[src/rtl/tbm_pkg.sv]
package tbm_pkg;
  typedef struct packed {
    logic stepUp;
    logic stepDown;
    logic clip;
  } tbm_strobe_t;
endpackage

[src/rtl/tbm_datapath.sv]
module tbm_datapath
  import tbm_pkg::*;
#(
  parameter int BOUND = 4,
  parameter int DW    = 4
) (
  input  logic        clk,
  input  logic        rstN,
  input  tbm_strobe_t strb,
  output logic        diffPos,
  output logic        diffNeg,
  output logic        atTop,
  output logic        atBottom,
  output logic        ovfFlag
);
  localparam logic signed [DW-1:0] TOP = DW'(BOUND);
  localparam logic signed [DW-1:0] BOT = -DW'(BOUND);

  logic signed [DW-1:0] lead;

  always_ff @(posedge clk) begin
    if (!rstN) begin
      lead    <= '0;
      ovfFlag <= 1'b0;
    end else begin
      if (strb.stepUp)        lead <= lead + DW'(1);
      else if (strb.stepDown) lead <= lead - DW'(1);
      if (strb.clip)          ovfFlag <= 1'b1;
    end
  end

  assign diffPos  = (lead > 0);
  assign diffNeg  = (lead < 0);
  assign atTop    = (lead == TOP);
  assign atBottom = (lead == BOT);

  a_r2_step_up: assert property (@(posedge clk) disable iff (!rstN)
    strb.stepUp |=> (lead == $past(lead) + DW'(1)));
  a_r2_hold: assert property (@(posedge clk) disable iff (!rstN)
    (!strb.stepUp && !strb.stepDown) |=> $stable(lead));
  a_r6_limit: assert property (@(posedge clk) disable iff (!rstN)
    (lead <= TOP) && (lead >= BOT));
  a_r6_clip_sets: assert property (@(posedge clk) disable iff (!rstN)
    strb.clip |=> ovfFlag);
  a_r7_sticky: assert property (@(posedge clk) disable iff (!rstN)
    ovfFlag |=> ovfFlag);
endmodule

[src/rtl/tbm_ctrl.sv]
module tbm_ctrl
  import tbm_pkg::*;
(
  input  logic        clk,
  input  logic        rstN,
  input  logic        evA,
  input  logic        evB,
  input  logic        diffPos,
  input  logic        diffNeg,
  input  logic        atTop,
  input  logic        atBottom,
  output tbm_strobe_t strb,
  output logic        slowTick,
  output logic        fastTick
);
  logic aOnly, bOnly;

  always_comb begin
    aOnly         = evA && !evB;
    bOnly         = evB && !evA;
    strb.stepUp   = aOnly && !atTop;
    strb.stepDown = bOnly && !atBottom;
    strb.clip     = (aOnly && atTop) || (bOnly && atBottom);
    if (diffPos) begin
      slowTick = evB;
      fastTick = evA;
    end else if (diffNeg) begin
      slowTick = evA;
      fastTick = evB;
    end else begin
      slowTick = evA && evB;
      fastTick = evA || evB;
    end
  end

  a_r2_one_dir: assert property (@(posedge clk) disable iff (!rstN)
    !(strb.stepUp && strb.stepDown));
  a_r5_idle_quiet: assert property (@(posedge clk) disable iff (!rstN)
    (!evA && !evB) |-> (!slowTick && !fastTick));
  a_r5_both_both: assert property (@(posedge clk) disable iff (!rstN)
    (evA && evB) |-> (slowTick && fastTick));
endmodule

[src/rtl/tick_bound_merge.sv]
module tick_bound_merge
  import tbm_pkg::*;
#(
  parameter int BOUND = 4
) (
  input  logic clk,
  input  logic rstN,
  input  logic evA,
  input  logic evB,
  output logic slowTick,
  output logic fastTick,
  output logic overflow
);
  localparam int DW = $clog2(BOUND + 1) + 1;

  tbm_strobe_t strb;
  logic diffPos, diffNeg, atTop, atBottom;

  tbm_ctrl uCtrl (
    .clk(clk), .rstN(rstN), .evA(evA), .evB(evB),
    .diffPos(diffPos), .diffNeg(diffNeg), .atTop(atTop), .atBottom(atBottom),
    .strb(strb), .slowTick(slowTick), .fastTick(fastTick)
  );

  tbm_datapath #(.BOUND(BOUND), .DW(DW)) uData (
    .clk(clk), .rstN(rstN), .strb(strb),
    .diffPos(diffPos), .diffNeg(diffNeg), .atTop(atTop), .atBottom(atBottom),
    .ovfFlag(overflow)
  );
endmodule

[config.mk]
export PLATFORM = sky130hd
export DESIGN_NAME = tick_bound_merge
export DESIGN_NICKNAME = d
export VERILOG_FILES = /design/src/rtl/tbm_pkg.sv /design/src/rtl/tbm_datapath.sv /design/src/rtl/tbm_ctrl.sv /design/src/rtl/tick_bound_merge.sv
export SDC_FILE = /design/constraint.sdc
export NUM_CORES = 1
export LEC_CHECK = 0
export BUFFER_PORTS_ARGS = -buffer_cell sky130_fd_sc_hd__buf_2
export CORE_AREA = 2 2 39 41
export DETAILED_ROUTE_END_ITERATION = 8
export DIE_AREA = 0 0 41 43
export HOLD_SLACK_MARGIN = 0.03
export PLACE_DENSITY = 0.56
export SLEW_MARGIN = 40
export SYNTH_ARGS = -nofsm -noshare
export SYNTH_HDL_FRONTEND = slang
export SYNTH_SLANG_ARGS = --single-unit
[constraint.sdc]
create_clock -name clk -period 7.8 [get_ports clk]
set_clock_uncertainty 0.05 [all_clocks]
set_input_delay 1.17 -clock clk [delete_from_list [all_inputs] [get_ports clk]]
set_output_delay 1.17 -clock clk [all_outputs]
set_load 0.01 [all_outputs]
# [After elaboration in Yosys (flattened, before gate mapping)]
# Index checks and enable logic that the tools add are counted.
[classes] add_sub_neg=2 order_cmp=2 n_eq_ne=2 muxes=6 n_reduce_logical=14
[ops] operator="4-bit two-way mux" n=2
[ops] operator="1-bit logical AND" n=7
[ops] operator="4-bit by 2-bit adder with 4-bit output, second input constant" n=1
[ops] operator="4-bit by 3-bit equality test with 1-bit output, second input constant" n=1
[ops] operator="4-bit equality test, second input constant" n=1
[ops] operator="4-bit by 1-bit > comparator with 1-bit output, second input constant" n=1
[ops] operator="1-bit logical NOT" n=4
[ops] operator="4-bit by 1-bit less-than comparator with 1-bit output, second input constant" n=1
[ops] operator="1-bit two-way mux" n=4
[ops] operator="4-bit by 2-bit subtractor with 4-bit output, second input constant" n=1
[ops] operator="1-bit logical OR" n=2
[ops] operator="2-bit nonzero test" n=1
[word_totals] reg_bits=5 in_bits=4 out_inout_bits=3

# [Logic depth before layout (Yosys ltp)]
# Gate-level depths: netlist of the first run.
[logic_depth] depth_word=5 depth_mapped=8

# [Hierarchy]
# Synthesis of the first run repeated with hierarchy kept, for this count alone.
[hier_totals] hier_cells=45 area_unflattened_um2=399.1
[by_module_without_submodules] module="tbm_datapath" n_inst=1 cells_per_inst=35 area_per_inst_um2=332.8 seq_area_each_um2=100.1
[by_module_without_submodules] module="tbm_ctrl" n_inst=1 cells_per_inst=10 area_per_inst_um2=66.3 seq_area_each_um2=0.0

# [Least setup slack after synthesis of the first run]
# No wires, ideal clock.
[synth_path] path_type="input to register" startpoint="input evB" endpoint="register uData.lead[3]" setup_ns=0.115 arrival_time_ns=2.971 path_slack_ns=4.664 path_stages=8 path_buffers=1 path_cell_list="buf_2 -> nand2b_1 -> o21bai_1 -> ha_1 -> a21o_2 -> a21oi_1 -> mux4_2 -> and2_1"
[synth_between] elab_chain_len=4 elab_cells_between_ends=7
[synth_lines] element="from (decl)" line_no="tick_bound_merge.sv:9" rtl="input logic evB,"
[synth_lines] element="1-bit logical NOT" line_no="tbm_ctrl.sv:19" rtl="aOnly = evA && !evB;"
[synth_lines] element="1-bit logical AND" line_no="tbm_ctrl.sv:19"
[synth_lines] element="1-bit logical AND" line_no="tbm_ctrl.sv:21" rtl="strb.stepUp = aOnly && !atTop;"
[synth_lines] element="4-bit two-way mux or 2-bit nonzero test (tied branches)"
[synth_lines] element="to (signal assigned)" line_no="tbm_datapath.sv:26" rtl="if (strb.stepUp) lead <= lead + DW'(1);"
[synth_lines] element="to (signal assigned)" line_no="tbm_datapath.sv:27" rtl="else if (strb.stepDown) lead <= lead - DW'(1);"
[synth_lines] element="to (decl)" line_no="tbm_datapath.sv:19" rtl="logic signed [DW-1:0] lead;"
# Several ways; a longest one is shown, not always the timed one.
# A chain may end at the register's enable or synchronous reset.

# [Worst setup path in the final report of the first run]
# Ends and elaborated chain as after synthesis.

==> results of run 1 <==
[layout by cell type (no fill, tap or decap), types with 2 or more instances in the layout]
cell / instances
clkbuf_4: 3
a21oi_1: 3
nor2_1: 2
o21ai_0: 2
and2_1: 2
buf_2: 6
nand2_1: 4
ha_1: 2
dfxtp_1: 5
xnor2_1: 3
[state kept, by name (all words and copies together) (netlist names)]
| name | count |
|---|---|
| uData.lead | 4 |
| uData.ovfFlag | 1 |
[layer usage]
metal | track usage | vias up | wire length (um)
met1 | 0.0945 | 146 | 305
met5 | 0 | - | 0
met3 | 0.0628 | 0 | 44
met2 | 0.103 | 8 | 294
met4 | 0 | 0 | 0
li1 | - | 161 | -
[metrics by stage]
step	util	std cells	instance area, um2	hold slack, ns	setup slack (ns)
6_report	0.317	66	439	0.404	4.78
5_1_grt	0.317	66	439	0.437	4.72
3_3_place_gp	0.298	62	413	0.394	4.55
2_1_floorplan	-	42	373	0.459	4.66
3_5_place_dp	0.298	62	413	0.398	4.52
4_1_cts	0.317	66	439	0.408	4.77
[power by group through the flow]
stage               Clock (mW)  Sequential (mW)  Combinational, mW
global route            0.0331           0.0403             0.0483
detailed placement           0           0.0399             0.0441
global placement             0           0.0396             0.0438
finish                  0.0300           0.0393             0.0436
CTS                     0.0311           0.0393             0.0445
floorplan                    0           0.0362             0.0377
[cells by family after synthesis]
kind of cell | share of synthesized area
adders and majority gates | 0.121
buffers and inverters | 0.0369
DFF | 0.268
muxes | 0.0604
AOI/OAI and AO/OA | 0.201
xor gates and xnor gates | 0.0940
and+or+nand+nor | 0.218
[final cells by class]
cell class,count,share of cell area
multi-input combinational,34,0.590
sequential,5,0.228
timing repair buffer,6,0.0684
clock buffer,4,0.0598
tap,16,0.0456
inverter,1,0.00855
[worst max path at each step]
| stage | end | cells after the start |
|---|---|---|
| after floorplan | uData.lead[3]$_SDFFE_PN0P_ | 8 |
| after global placement | uData.lead[3]$_SDFFE_PN0P_ | 8 |
| after detailed placement | uData.lead[3]$_SDFFE_PN0P_ | 8 |
| after CTS | uData.lead[3]$_SDFFE_PN0P_ | 8 |
| after global routing | uData.lead[3]$_SDFFE_PN0P_ | 8 |
| final | uData.lead[3]$_SDFFE_PN0P_ | 8 |
==> impl_metrics.env, run 1 <==
export IMPL_synth_seq_cells=5
export IMPL_cts_setup_buffers=0
export IMPL_worstReg2RegStart="uData.lead[2]$_SDFFE_PN0P_"
export IMPL_worstRegToRegCells=7
export IMPL_synth_nets=49
export IMPL_die_area_um2=1760
export IMPL_core_area_um2=1380
export IMPL_wire_per_inst_um=9.76
export IMPL_p_sw_frac=0.342
export IMPL_criticalPathCategory="input pin to register"
export IMPL_drc_errors=0
export IMPL_pwr_share_clk=0.265
export IMPL_setup_violations=0
export IMPL_cts_buffers=3
export IMPL_grt_total_usage=0.0746
export IMPL_synth_area_leaders="dfxtp_1 (27%), xnor2_1 (7.0%), ha_1 (6.7%)"
export IMPL_hold_path_class="register to register"
export IMPL_die_y_um=43
export IMPL_finalSetupTns_ns=0
export IMPL_crit_path_max_fanout=8
export IMPL_diodes=0
export IMPL_wl_um=644
export IMPL_dp_hpwl_um=502
export IMPL_place_gp_congestion=0.662
export IMPL_cts_sinks=5
export IMPL_power_switching_mw=0.0386
export IMPL_end_kind="register"
export IMPL_portBuffers=6
export IMPL_clk_pin_slew_ns=0.04
export IMPL_ys_top_cells_by_count="dfxtp_1 (5), nand2_1 (4), a21oi_1 (3), xnor2_1 (3)"
export IMPL_synth_top_area_frac=0.268
export IMPL_drt_iter0_drc=1
export IMPL_multi_input_area_um2=259
export IMPL_yosysWarnings=0
export IMPL_cp_num_buf_inv=1
export IMPL_grt_pass1_wl_um=876
export IMPL_slew_headroom=0.773
export IMPL_p_leak_nw=0.194
export IMPL_start_util=0.269
export IMPL_syn_instance_count=42
export IMPL_ios=7
export IMPL_ctsHoldBuffers=0
export IMPL_syn_area_um2=373
export IMPL_cts_tree="built"
export IMPL_seq_area_frac_synth=0.268
export IMPL_cpLargestDelayFamily="compound AO/OA/AOI/OAI gates"
export IMPL_seq_power_share=0.348
export IMPL_synth_most_common_cell="dfxtp_1"
export IMPL_routed_via_density=4.77
export IMPL_p_total_mw=0.113
export IMPL_cp_slowest_cell="mux4_2"
export IMPL_clkLatencyLatePin_ns=0.24
export IMPL_worst_pin_slew_ns=0.341
export IMPL_whs_path_depth=1
export IMPL_ctsResizeCount=0
export IMPL_area_growth_pct=17.8
export IMPL_ant_nets=0
export IMPL_cts_htree_levels=1
export IMPL_avgSynthCellArea_um2=8.88
export IMPL_final_layout_size_suffix_gt1_frac=0.240
export IMPL_final_nets=58
export IMPL_startpoint_type="input pin"
export IMPL_fp_row_count=14
export IMPL_timing_rr_end="uData.lead[3]$_SDFFE_PN0P_"
export IMPL_drv_cap=0
export IMPL_ff2ff_setup_slack_ns=5.07
export IMPL_min_from="uData.ovfFlag$_SDFFE_PN0P_"
export IMPL_ys_types=26
export IMPL_clockBufferDepth=2
export IMPL_slew_violations=0
export IMPL_fill_cells=150
export IMPL_power_density_nw_per_um2=257
export IMPL_combPwrFrac=0.387
export IMPL_rsz0062_at_grt="no"
export IMPL_yosysTopAreaCell="dfxtp_1"
export IMPL_path_cells="buf_2 -> nand2b_1 -> o21bai_1 -> ha_1 -> a21o_2 -> a21oi_1 -> mux4_2 -> and2_1"
export IMPL_root_buffer="clkbuf_4"
export IMPL_period_share=0.387
export IMPL_cp_arrival_ns=3.10
export IMPL_overflow=0
export IMPL_crit_required_ns=7.88
export IMPL_ir_worst_vdd_mv=0.110
export IMPL_die_w_um=41
export IMPL_cp_startpoint="evB"
export IMPL_critPathMaxStageDelay_ns=0.52
export IMPL_postSynth_asyncResetShare=0
export IMPL_dr_pass1_iters=2
export IMPL_grt_max_degree=10
export IMPL_ys_dominant_reg_cell="dfxtp_1"
export IMPL_route_vias_total=315
export IMPL_holdPathEnd="uData.ovfFlag$_SDFFE_PN0P_"
export IMPL_outcome="finished clean"
export IMPL_grt_pass1_vias=231
export IMPL_hold_violations=0
export IMPL_intPower_mw=0.0743
export IMPL_seqCellArea_um2=100
export IMPL_antenna_found_initial=0
export IMPL_synth_edf_count=0
export IMPL_fmax_mhz=331
export IMPL_min_period_ns=3.02
Note: power is estimated with default switching activity, not from simulation.
==> inputs of run 2 (changes only) <==
Settings changed: PLACE_DENSITY 0.56 to 0.58.
Clock period 7.8 ns to 2.62 ns, I/O delays scaled along.
==> run 2 against run 1 <==
Against the previous run:
- sequential power increased to 2.6 times the previous value
- setup slack got worse by 4.6 ns
- register-to-register slack got worse by 4.9 ns
- global-route usage increased by 2.0 points
- combinational power increased to 3.7 times the previous value
- critical path depth decreased by 1
- flip-flop and latch count unchanged
- largest cell class unchanged
==> impl_metrics.env, run 2 (synthesis gave the netlist of run 1 again) <==
export IMPL_outcome="finished clean"
export IMPL_dr_pass1_iters=4
export IMPL_cp_startpoint="uData.lead[2]$_SDFFE_PN0P_"
export IMPL_drv_cap=0
export IMPL_portBuffers=6
export IMPL_crit_required_ns=2.70
export IMPL_crit_path_max_fanout=3
export IMPL_hold_worst_slack_ns=0.366
export IMPL_diodes=0
export IMPL_ctsResizeCount=0
export IMPL_fp_row_count=14
export IMPL_final_nets=62
export IMPL_fmax_mhz=408
export IMPL_cts_htree_levels=1
export IMPL_startpoint_type="register"
export IMPL_mostFrequentLayoutCells="buf_2 (6), dfxtp_1 (5), nand2_1 (4), buf_4 (4)"
export IMPL_die_w_um=41
export IMPL_ff2ff_setup_slack_ns=0.17
export IMPL_cts_setup_buffers=0
export IMPL_worst_slack_ns=0.170
export IMPL_routed_via_density=4.69
export IMPL_ctsHoldBuffers=0
export IMPL_dp_slack_ns=0.122
export IMPL_overflow=0
export IMPL_drc_errors=0
export IMPL_place_gp_congestion=0.738
export IMPL_max_flop_register="uData.lead"
export IMPL_ant_nets=0
export IMPL_cp_arrival_ns=2.54
export IMPL_hold_path_class="input pin to register"
export IMPL_grt_pass1_wl_mm=1.09
export IMPL_cts_tree="built"
export IMPL_criticalPathCategory="register to register"
export IMPL_area_growth_pct=26.8
export IMPL_min_from="rstN"
export IMPL_route_vias_total=328
export IMPL_cts_buffers=3
export IMPL_die_area_um2=1760
export IMPL_reg_top3="uData.lead: 4 flops, uData.ovfFlag: 1 flops"
export IMPL_root_buffer="clkbuf_4"
export IMPL_clk_pin_slew_ns=0.04
export IMPL_clkLatencyLatePin_ns=0.24
export IMPL_hold_violations=0
export IMPL_postLayoutCellArea_um2=473
export IMPL_setup_violations=0
export IMPL_slew_headroom=0.768
export IMPL_worstReg2RegStart="uData.lead[2]$_SDFFE_PN0P_"
export IMPL_wl_um=708
export IMPL_final_layout_size_suffix_gt1_frac=0.315
export IMPL_cts_sinks=5
export IMPL_drt_iter0_drc=8
export IMPL_finalSetupTns_ns=0
export IMPL_dp_hpwl_um=526
export IMPL_die_y_um=43
export IMPL_grt_total_usage=0.0949
export IMPL_power_density_nw_per_um2=749
export IMPL_end_kind="register"
export IMPL_dpl_cell_area_um2=443
export IMPL_p_leak_nw=0.215
export IMPL_min_period_ns=2.45
export IMPL_core_area_um2=1380
export IMPL_wire_per_inst_um=10.1
export IMPL_start_util=0.269
export IMPL_grt_max_degree=10
export IMPL_antenna_found_initial=0
export IMPL_rsz0062_at_grt="no"
export IMPL_worst_pin_slew_ns=0.348
export IMPL_clockBufferDepth=2
export IMPL_period_share=0.935
export IMPL_grt_pass1_vias=275
export IMPL_largest_register_ff_count=4
export IMPL_slew_violations=0
export IMPL_ios=7
export IMPL_p_total_mw=0.354
export IMPL_final_common_cell="buf_2"
export IMPL_ir_worst_vdd_mv=0.260
==> run 2: metrics by stage <==
step | util | instances
global placement | 0.320 | 66
global route | 0.342 | 70
detailed placement | 0.320 | 66
floorplan | - | 42
finish | 0.342 | 70
CTS | 0.339 | 70
==> run 2: cell type report <==
| cell class | count | area, um2 |
|---|---|---|
| clock buffers | 4 | 26.3 |
| fillers | 145 | 911 |
| inverters | 1 | 3.75 |
| repair buffers | 10 | 60.1 |
| flip-flops and latches | 5 | 100 |
| multi-input cells | 34 | 263 |
| well taps | 16 | 20.0 |
==> run 2: final timing paths <==
check	cells after the start	to
worst max-delay path	7	uData.lead[3]$_SDFFE_PN0P_
worst min-delay path	2	uData.ovfFlag$_SDFFE_PN0P_
worst max register to register	7	uData.lead[3]$_SDFFE_PN0P_
worst min register to register	1	uData.ovfFlag$_SDFFE_PN0P_
==> run 2: worst max-delay path, stage by stage, from the launching register on <==
cell      delay (ns)
dfxtp_1         0.32
or3b_2          0.50
o21bai_2        0.17
ha_1            0.25
a21o_2          0.21
a21oi_1         0.19
mux4_2          0.51
and2_1          0.16
==> run 2: report_power, final <==
part | leakage, nW | switching [mW] | internal (mW)
logic | 0.159 | 0.0755 | 0.0870
clock network | 0.0150 | 0.0310 | 0.0575
registers | 0.0413 | 0.0118 | 0.0916
==> run 2: metal layers <==
| layer | track usage | part of all wire |
|---|---|---|
| met1 | 0.114 | 0.46 |
| met2 | 0.128 | 0.49 |
| met3 | 0.0628 | 0.048 |
| met4 | 0.0400 | 0 |
| met5 | 0 | 0 |
==> inputs of run 3 (changes only) <==
Settings changed: CELL_PAD_IN_SITES_DETAIL_PLACEMENT set to 1, CELL_PAD_IN_SITES_GLOBAL_PLACEMENT set to 1, PLACE_DENSITY 0.58 to 0.69.
==> run 3 against run 2 <==
Against the previous run:
- maximum frequency decreased by 1.3%
- sequential power about the same
- count of clock-buffer cells in the layout unchanged
- routed wire length increased by 20%
- via count increased by 4.3%
==> impl_metrics.env, run 3 (synthesis gave the netlist of run 1 again) <==
export IMPL_worst_pin_slew_ns=0.361
export IMPL_drt_iter0_drc=1
export IMPL_overflow=0
export IMPL_path_cells="or3b_2 -> o21bai_2 -> ha_1 -> a21o_2 -> a21oi_1 -> mux4_2 -> and2_1"
export IMPL_area_growth_pct=26.8
export IMPL_crit_required_ns=2.71
export IMPL_cts_buffers=3
export IMPL_hold_path_class="input pin to register"
export IMPL_fin_util=0.342
export IMPL_criticalPathCategory="register to register"
export IMPL_p_leak_nw=0.215
export IMPL_worstRegToRegCells=7
export IMPL_setup_violations=0
export IMPL_worst_slack_ns=0.136
export IMPL_die_area_um2=1760
export IMPL_power_switching_mw=0.126
export IMPL_wire_per_inst_um=12.1
export IMPL_critPathMaxStageDelay_ns=0.52
export IMPL_route_vias_total=342
export IMPL_final_nets=62
export IMPL_fp_row_count=14
export IMPL_cts_setup_buffers=0
export IMPL_final_cells=70
export IMPL_slew_headroom=0.760
export IMPL_ios=7
export IMPL_diodes=0
export IMPL_intPower_mw=0.238
export IMPL_wl_um=850
export IMPL_cts_sinks=5
export IMPL_startpoint_type="register"
export IMPL_cp_num_buf_inv=0
export IMPL_final_common_cell="buf_2"
export IMPL_portBuffers=6
export IMPL_reg_top3="uData.lead: 4 flops, uData.ovfFlag: 1 flops"
export IMPL_holdPathEnd="uData.ovfFlag$_SDFFE_PN0P_"
export IMPL_clkLatencyLatePin_ns=0.24
export IMPL_outcome="finished clean"
export IMPL_die_w_um=41
export IMPL_ir_worst_vdd_mv=0.340
export IMPL_fill_cells=176
export IMPL_seqCellArea_um2=100
export IMPL_ant_nets=0
export IMPL_timing_rr_end="uData.lead[3]$_SDFFE_PN0P_"
export IMPL_whs_path_depth=2
export IMPL_clk_pin_slew_ns=0.04
export IMPL_grt_total_usage=0.111
export IMPL_die_y_um=43
export IMPL_mostFrequentLayoutCells="buf_2 (6), dfxtp_1 (5), nand2_1 (4), buf_4 (4)"
export IMPL_pwr_share_clk=0.250
export IMPL_dpl_cell_count=66
export IMPL_core_area_um2=1380
export IMPL_hold_worst_slack_ns=0.364
export IMPL_antenna_found_initial=0
export IMPL_slew_violations=0
export IMPL_grt_pass1_wl_mm=1.30
export IMPL_final_layout_size_suffix_gt1_frac=0.315
export IMPL_multi_input_area_um2=263
export IMPL_combPwrFrac=0.462
export IMPL_cpLargestDelayFamily="simple AND/OR/NAND/NOR gates"
export IMPL_dp_slack_ns=0.0534
export IMPL_drc_errors=0
export IMPL_grt_max_degree=10
export IMPL_drv_cap=0
export IMPL_period_share=0.948
export IMPL_dp_hpwl_um=673
export IMPL_start_util=0.269
export IMPL_power_density_nw_per_um2=769
export IMPL_p_total_mw=0.364
export IMPL_ctsHoldBuffers=0
export IMPL_cts_tree="built"
export IMPL_worstReg2RegStart="uData.lead[0]$_SDFFE_PN0P_"
export IMPL_seq_power_share=0.288
export IMPL_min_from="rstN"
export IMPL_ff2ff_setup_slack_ns=0.14
export IMPL_largest_register_ff_count=4
export IMPL_fmax_mhz=403
export IMPL_max_flop_register="uData.lead"
export IMPL_cp_arrival_ns=2.57
export IMPL_hold_violations=0
export IMPL_routed_via_density=4.89
export IMPL_crit_path_max_fanout=3
export IMPL_cts_htree_levels=1
export IMPL_min_period_ns=2.48
export IMPL_end_kind="register"
export IMPL_dr_pass1_iters=2
export IMPL_cp_slowest_cell="mux4_2"
export IMPL_clockBufferDepth=2
export IMPL_root_buffer="clkbuf_4"
export IMPL_place_gp_congestion=0.703
export IMPL_grt_pass1_vias=321
export IMPL_p_sw_frac=0.347
run 3: worst max path at each step:
stage                     depth (start not counted)  slack, ns                         end                        from
after floorplan                                   7       0.09  uData.lead[3]$_SDFFE_PN0P_  uData.lead[0]$_SDFFE_PN0P_
after global placement                            7       0.11  uData.lead[3]$_SDFFE_PN0P_  uData.lead[0]$_SDFFE_PN0P_
after detailed placement                          7       0.05  uData.lead[3]$_SDFFE_PN0P_  uData.lead[2]$_SDFFE_PN0P_
after CTS                                         7       0.03  uData.lead[3]$_SDFFE_PN0P_  uData.lead[0]$_SDFFE_PN0P_
after global routing                              7     -0.006  uData.lead[3]$_SDFFE_PN0P_  uData.lead[0]$_SDFFE_PN0P_
final                                             7       0.14  uData.lead[3]$_SDFFE_PN0P_  uData.lead[0]$_SDFFE_PN0P_
run 3: power by group through the flow:
| stage | clock (mW) | sequential [mW] | combinational (mW) |
|---|---|---|---|
| 2_1_floorplan | 0 | 0.108 | 0.112 |
| 3_3_place_gp | 0 | 0.104 | 0.161 |
| 3_5_place_dp | 0 | 0.105 | 0.170 |
| 4_1_cts | 0.0958 | 0.105 | 0.171 |
| 5_1_grt | 0.0967 | 0.107 | 0.191 |
| 6_report | 0.0910 | 0.105 | 0.168 |
run 3: what timing repair did:
action | CTS | global route
hold endpoints to repair | 0 | 0
resized for setup | 0 | 1
endpoints found under the setup margin | 0 | 1
run 3: metrics by stage:
| stage | cell area, um2 | TNS (ns) |
|---|---|---|
| CTS | 469 | 0 |
| finish | 473 | 0 |
| detailed placement | 443 | 0 |
| floorplan | 373 | 0 |
| global placement | 443 | 0 |
| global route | 473 | -0.00609 |
run 3: final cells by class:
cell class / count / area share
clock buffers: 4 / 0.0556
inverters: 1 / 0.00794
multi-input cells: 34 / 0.556
flip-flops and latches: 5 / 0.212
well taps: 16 / 0.0423
repair buffers: 10 / 0.127
run 3: layer usage:
| metal | part of all wire | global-route usage | vias up |
|---|---|---|---|
| li1 | - | - | 171 |
| met1 | 0.43 | 0.130 | 164 |
| met2 | 0.51 | 0.181 | 7 |
| met3 | 0.054 | 0.0628 | 0 |
| met4 | 0 | 0 | 0 |
| met5 | 0 | 0 | - |
